**config.mk**
```make
export PLATFORM = sky130hd
export DESIGN_NAME = rxf_top
export DESIGN_NICKNAME = d
export VERILOG_FILES = /design/src/rtl/rxf_pkg.sv /design/src/rtl/rxf_bit_fifo.sv /design/src/rtl/rxf_event_latch.sv /design/src/rtl/rxf_spi_port.sv /design/src/rtl/rxf_top.sv
export SDC_FILE = /design/constraint.sdc
export NUM_CORES = 1
export LEC_CHECK = 0
export BUFFER_PORTS_ARGS = -buffer_cell sky130_fd_sc_hd__buf_4
export CAP_MARGIN = 5
export CORE_AREA = 2 2 107 109
export DETAILED_ROUTE_END_ITERATION = 10
export DIE_AREA = 0 0 109 111
export PLACE_DENSITY_LB_ADDON = 0.05
export RECOVER_POWER = 100
export SLEW_MARGIN = 20
export SYNTH_ARGS = -nofsm -noshare
export SYNTH_HDL_FRONTEND = slang
export SYNTH_HIERARCHICAL = 1
export SYNTH_SLANG_ARGS = --single-unit
```
**constraint.sdc**
```tcl
create_clock -name clk -period 8.8 [get_ports clk]
set_input_delay 0.44 -clock clk [delete_from_list [all_inputs] [get_ports clk]]
set_output_delay 0.44 -clock clk [all_outputs]
set_load 0.02 [all_outputs]
```
**src/rtl/rxf_pkg.sv**
```systemverilog
package rxf_pkg;
  // status word, MSB shifted out first
  typedef struct packed {
    logic full;
    logic ovf;
    logic wake;
    logic lowbat;
  } rxf_stat_t;

  localparam int STAT_W = $bits(rxf_stat_t);
endpackage

```
**src/rtl/rxf_bit_fifo.sv**
```systemverilog
module rxf_bit_fifo #(
  parameter int DEPTH = 64,
  localparam int AW = $clog2(DEPTH),
  localparam int CW = $clog2(DEPTH + 1)
) (
  input  logic          clk,
  input  logic          rst_n,
  input  logic          push,
  input  logic          din,
  input  logic          pop,
  output logic          head,
  output logic [CW-1:0] fill,
  output logic          full,
  output logic          empty
);
  logic [DEPTH-1:0] store_q;
  logic [AW-1:0]    wr_ptr, rd_ptr;

  function automatic logic [AW-1:0] bump(input logic [AW-1:0] p);
    return (p == AW'(DEPTH - 1)) ? '0 : p + 1'b1;
  endfunction

  assign full  = (fill == CW'(DEPTH));
  assign empty = (fill == '0);
  assign head  = store_q[rd_ptr];

  always_ff @(posedge clk or negedge rst_n) begin
    if (!rst_n) begin
      store_q <= '0;
      wr_ptr  <= '0;
      rd_ptr  <= '0;
      fill    <= '0;
    end else begin
      if (push) begin
        store_q[wr_ptr] <= din;
        wr_ptr          <= bump(wr_ptr);
      end
      if (pop) rd_ptr <= bump(rd_ptr);
      case ({push, pop})
        2'b10:   fill <= fill + 1'b1;
        2'b01:   fill <= fill - 1'b1;
        default: fill <= fill;
      endcase
    end
  end
endmodule

```
**src/rtl/rxf_event_latch.sv**
```systemverilog
module rxf_event_latch (
  input  logic clk,
  input  logic rst_n,
  input  logic ovf_set,
  input  logic wake_set,
  input  logic lowbat_set,
  input  logic ovf_clr,
  input  logic wake_clr,
  input  logic lowbat_clr,
  output logic ovf_q,
  output logic wake_q,
  output logic lowbat_q
);
  // a set in the same cycle as a clear wins, so no event is lost
  always_ff @(posedge clk or negedge rst_n) begin
    if (!rst_n) begin
      ovf_q    <= 1'b0;
      wake_q   <= 1'b0;
      lowbat_q <= 1'b0;
    end else begin
      ovf_q    <= ovf_set    | (ovf_q    & ~ovf_clr);
      wake_q   <= wake_set   | (wake_q   & ~wake_clr);
      lowbat_q <= lowbat_set | (lowbat_q & ~lowbat_clr);
    end
  end
endmodule

```
**src/rtl/rxf_spi_port.sv**
```systemverilog
module rxf_spi_port #(
  parameter int HDR_BITS = 4,
  parameter int SYNC_STAGES = 2,
  localparam int PW = $clog2(HDR_BITS + 1)
) (
  input  logic          clk,
  input  logic          rst_n,
  input  logic          spi_cs_n,
  input  logic          spi_sck,
  input  logic          spi_mosi,
  output logic          sel_active,
  output logic          sel_start,
  output logic          sel_end,
  output logic          bit_rise,
  output logic          mosi_s,
  output logic          data_phase,
  output logic [PW-1:0] phase
);
  logic [SYNC_STAGES-1:0] sck_s, cs_s, mo_s;
  logic sck_d, cs_d;

  always_ff @(posedge clk or negedge rst_n) begin
    if (!rst_n) begin
      sck_s <= '0;
      mo_s  <= '0;
      cs_s  <= '1;
      sck_d <= 1'b0;
      cs_d  <= 1'b1;
    end else begin
      sck_s <= {sck_s[SYNC_STAGES-2:0], spi_sck};
      cs_s  <= {cs_s[SYNC_STAGES-2:0], spi_cs_n};
      mo_s  <= {mo_s[SYNC_STAGES-2:0], spi_mosi};
      sck_d <= sck_s[SYNC_STAGES-1];
      cs_d  <= cs_s[SYNC_STAGES-1];
    end
  end

  assign sel_active = ~cs_d;
  assign sel_start  = ~cs_s[SYNC_STAGES-1] & cs_d;
  assign sel_end    =  cs_s[SYNC_STAGES-1] & ~cs_d;
  assign bit_rise   =  sck_s[SYNC_STAGES-1] & ~sck_d & sel_active;
  assign mosi_s     =  mo_s[SYNC_STAGES-1];
  assign data_phase = (phase == PW'(HDR_BITS));

  always_ff @(posedge clk or negedge rst_n) begin
    if (!rst_n)                       phase <= '0;
    else if (sel_start)               phase <= '0;
    else if (bit_rise && !data_phase) phase <= phase + 1'b1;
  end
endmodule

```
**src/rtl/rxf_top.sv**
```systemverilog
module rxf_top #(
  parameter int DEPTH = 64
) (
  input  logic clk,
  input  logic rst_n,
  input  logic rx_bit,
  input  logic rx_valid,
  input  logic fifo_en,
  input  logic osc_on,
  input  logic wkup_evt,
  input  logic lowbat_evt,
  input  logic spi_cs_n,
  input  logic spi_sck,
  input  logic spi_mosi,
  output logic spi_miso,
  output logic irq_n
);
  import rxf_pkg::*;
  localparam int CW = $clog2(DEPTH + 1);
  localparam int PW = $clog2(STAT_W + 1);

  logic          fifo_full, fifo_empty, fifo_head;
  logic [CW-1:0] fill_cnt;
  logic          ovf_flag, wake_flag, lowbat_flag;
  logic          sel_active, sel_start, sel_end, bit_rise, mosi_s, data_phase;
  logic [PW-1:0] phase;
  logic          push, pop, drop, snap_clr;
  rxf_stat_t     stat_now, snap_q;
  logic [STAT_W-1:0] snap_shift;

  assign push = rx_valid & fifo_en & ~fifo_full;
  assign drop = rx_valid & fifo_en &  fifo_full;
  assign pop  = bit_rise & data_phase & mosi_s & osc_on & ~fifo_empty;

  rxf_bit_fifo #(.DEPTH(DEPTH)) u_fifo (
    .clk(clk), .rst_n(rst_n), .push(push), .din(rx_bit), .pop(pop),
    .head(fifo_head), .fill(fill_cnt), .full(fifo_full), .empty(fifo_empty)
  );

  rxf_spi_port #(.HDR_BITS(STAT_W), .SYNC_STAGES(2)) u_port (
    .clk(clk), .rst_n(rst_n), .spi_cs_n(spi_cs_n), .spi_sck(spi_sck),
    .spi_mosi(spi_mosi), .sel_active(sel_active), .sel_start(sel_start),
    .sel_end(sel_end), .bit_rise(bit_rise), .mosi_s(mosi_s),
    .data_phase(data_phase), .phase(phase)
  );

  // flags clear only after a complete status word went out
  assign snap_clr = sel_end & data_phase;

  rxf_event_latch u_evt (
    .clk(clk), .rst_n(rst_n),
    .ovf_set(drop), .wake_set(wkup_evt), .lowbat_set(lowbat_evt),
    .ovf_clr(snap_clr & snap_q.ovf),
    .wake_clr(snap_clr & snap_q.wake),
    .lowbat_clr(snap_clr & snap_q.lowbat),
    .ovf_q(ovf_flag), .wake_q(wake_flag), .lowbat_q(lowbat_flag)
  );

  assign stat_now = '{full: fifo_full, ovf: ovf_flag, wake: wake_flag, lowbat: lowbat_flag};

  always_ff @(posedge clk or negedge rst_n) begin
    if (!rst_n)         snap_q <= '0;
    else if (sel_start) snap_q <= stat_now;
  end

  assign snap_shift = snap_q << phase;

  always_comb begin
    if (!sel_active)     spi_miso = 1'b0;
    else if (!data_phase) spi_miso = snap_shift[STAT_W-1];
    else                  spi_miso = osc_on & ~fifo_empty & fifo_head;
  end

  assign irq_n = ~(fifo_full | ovf_flag | wake_flag | lowbat_flag);
endmodule

```
==> results.cfg <==
[grt]
grt_pass1_wl_um = 18890
grt_usage_pct = 20.70
grt_max_degree = 65
grt_overflow = 0
grt_pass1_vias = 3616
antenna_found_initial = 0

[worst_setup_path]
path_common_cell = clkbuf_1
crit_fanout = 58
cp_slowest_cell = clkbuf_1
crit_arrival_ns = 4.49
crit_buf_inv = 2
required_ns = 8.57
slowest_delay_ns = 2.29
critPathTopFamily = buffers and inverters
startpoint_type = input port
critical_path_class = in2async
cp_cell_sequence = clkbuf_1, clkbuf_1
end_kind = async pin

[timing]
holdWs_ns = 0.2021
clock-skew-final_ns = 0.007425
fin_crit_sh_pct = 53.59
max-slew-margin-rel_pct = -106.1
fmax_ghz = 0.2120
drv_slew = 135
tns_ns = 0
tightest_slew_ns = 3.091
setup_viol = 0
finalHoldViolCount = 0
rsz0062_at_grt = false
fin_crit_ns = 4.716

[cells_and_area]
syn_to_final_growth_pct = 8.242
diodes = 0
n_fill_cell = 998
fin_nets = 487
drive_gt1_share_pct = 25.37
regArea_sq_um = 2531
multi_input_area_sq_um = 2530

[logic_synthesis]
syn_nets = 487
synth_top_area_share_pct = 46.82
yosys-top-cells-count = dfrtp_1, mux2_2, nand2_1, nor2_1, clkbuf_1
synth_area_leader_cell = dfrtp_1
synth-compound-area-share_pct = 5.518
synth-seq-cells = 101
synth_warnings = 6
synth_most_common_cell = dfrtp_1
synth_top_family_by_area = multiplexers
synthMuxAreaShare_pct = 22.53
synth_area_leaders = dfrtp_1, mux2_2, mux4_2, nand2_1, nor2_1
synth_edf_count = 0
synth_fa_ha_area_share_pct = 1.672
syn-instance-count = 469
synth-simple-area-share_pct = 16.39
synth.distinct_cells = 54
syn_area_sq_um = 5238
synth_seq_area_share_pct = 48.33
synth_xor_area_share_pct = 2.341
ys.flop_type = dfrtp_1
async_flop_share_pct = 100.0
avgSynthCellArea_sq_um = 11.17

[floorplan]
die_x_um = 109
core_area_sq_um = 11080
io_pins = 13
dieArea_sq_um = 12100
rows = 39
die_h_um = 111
start_util_pct = 47.28

[pwr]
power.static_leakage_nw = 2.480
ir_drop_v = 0.0001358
power_per_cell_area_nw_per_um2 = 215.6

[place]
numPortBuffers = 12
gp_congestion = 0.7950
hpwlAfterDp_um = 7263

[run_status]
status = finished with violations
violations = capacitance limit, slew limit

[worst_hold_path]
hold_class = in2reg

[drt]
firstDrtPassIters = 4
postRouteAntennaNets = 0
vias = 3508
viasPerCell = 5.695
routedWlPerCell_um = 18.47
drt_iter0_markers = 228
drc = 0
postRouteWirelength_um = 11380

[cts]
cts_resized = 0
clock_latency_ns = 0.35
cts_tree = done
cts_buffers = 9
cts_max_path_buffers = 2
hold_buffers = 0
clock-sinks = 101
cts.clk_slew.worst_paths_ns = 0.06
htreeDepth = 3
post-cts-setup-buffer-count = 0
cts-root-buf = clkbuf_16

[job]
maxCapViolCount = 3
## routing by layer
metal	vias to the layer above	global-route usage (%)	routed length, um	share of wire [%]
li1	1657	-	-	-
met1	1773	26.57	4919	43
met2	65	33.58	5773	51
met3	13	5.996	518	4.6
met4	0	6.496	168	1.5
met5	-	0	0	0
## flip-flops by register name (all words and copies together) (netlist names)
signal / cells
u_port/mo_s: 2
snap_q: 4
u_port/cs_s: 2
u_port/cs_d: 1
u_evt/lowbat_q: 1
u_fifo/wr_ptr: 6
u_evt/ovf_q: 1
u_fifo/rd_ptr: 6
u_evt/wake_q: 1
u_port/sck_d: 1
u_fifo/fill: 7
u_fifo/store_q: 64
u_port/sck_s: 2
u_port/phase: 3
## cells by family after synthesis
family,Yosys count
xor gates and xnor gates,14
and+or+nand+nor,172
adders and majority gates,7
muxes,94
DFF,101
buffers and inverters,39
AOI/OAI and AO/OA,42
## placed cells by master, fill, tap and decap left out, types with 3 or more instances in the layout
master and n:
nand2_1 49, mux2_2 79, nor2_1 48, nor3b_1 5, clkbuf_1 6, a21o_1 5
clkbuf_4 3, nor4_1 4, inv_1 11, o21ai_0 4, mux4_2 11, xor2_1 8
a21oi_1 7, o22ai_1 5, nand2b_1 3, a211oi_1 4, nand4b_1 4, nand4_1 4
ha_1 7, xnor2_1 6, nand3_1 13, a31oi_1 4, nor2b_1 10, buf_4 7
dfrtp_1 98, o41ai_1 3, clkbuf_8 3, nor3_1 11, clkbuf_16 9, and3_1 6
## layout make-up
class	instances	share of cell area, %
repair buffers	16	1.721
well taps	143	3.156
clock inverters	3	0.3531
inverters	12	0.7945
flip-flops and latches	101	44.65
multi-input cells	329	44.63
clock buffers	12	4.701
## stage by stage
stage	instances	utilization (%)	total power (W)	area, sq um	setup slack (ns)
global route	616	51.18	0.001298	5669	2.987
global placement	601	48.86	0.0008447	5413	5.625
detailed placement	601	48.86	0.0008521	5413	5.487
CTS	616	51.45	0.001242	5699	5.251
finish	616	51.18	0.001222	5669	4.084
floorplan	469	-	0.0007842	5238	5.735
## power breakdown
part           leakage [nW]  switching (W)  internal [W]
registers              1.32      0.0000851      0.000536
clock network         0.137       0.000167      0.000213
logic                  1.02       0.000113      0.000109
## worst paths after layout
check / slack, ns / cells past startpoint / from / end
setup / recovery: 4.08 / 2 / rst_n / u_fifo/store_q[19]$_DFFE_PN0P_
hold / removal: 0.20 / 1 / spi_cs_n / u_port/cs_s[0]$_DFF_PN1_
setup reg to reg: 5.30 / 14 / u_port/phase[0]$_DFFE_PN0P_ / u_fifo/fill[4]$_DFFE_PN0P_
hold reg to reg: 0.35 / 0 / u_port/sck_s[0]$_DFF_PN0_ / u_port/sck_s[1]$_DFF_PN0_
max in group clk: 4.22 / 9 / u_fifo/rd_ptr[0]$_DFFE_PN0P_ / spi_miso
min in group asynchronous: 0.83 / 1 / rst_n / u_fifo/fill[3]$_DFFE_PN0P_
Power figures use the tool's default switching activity.
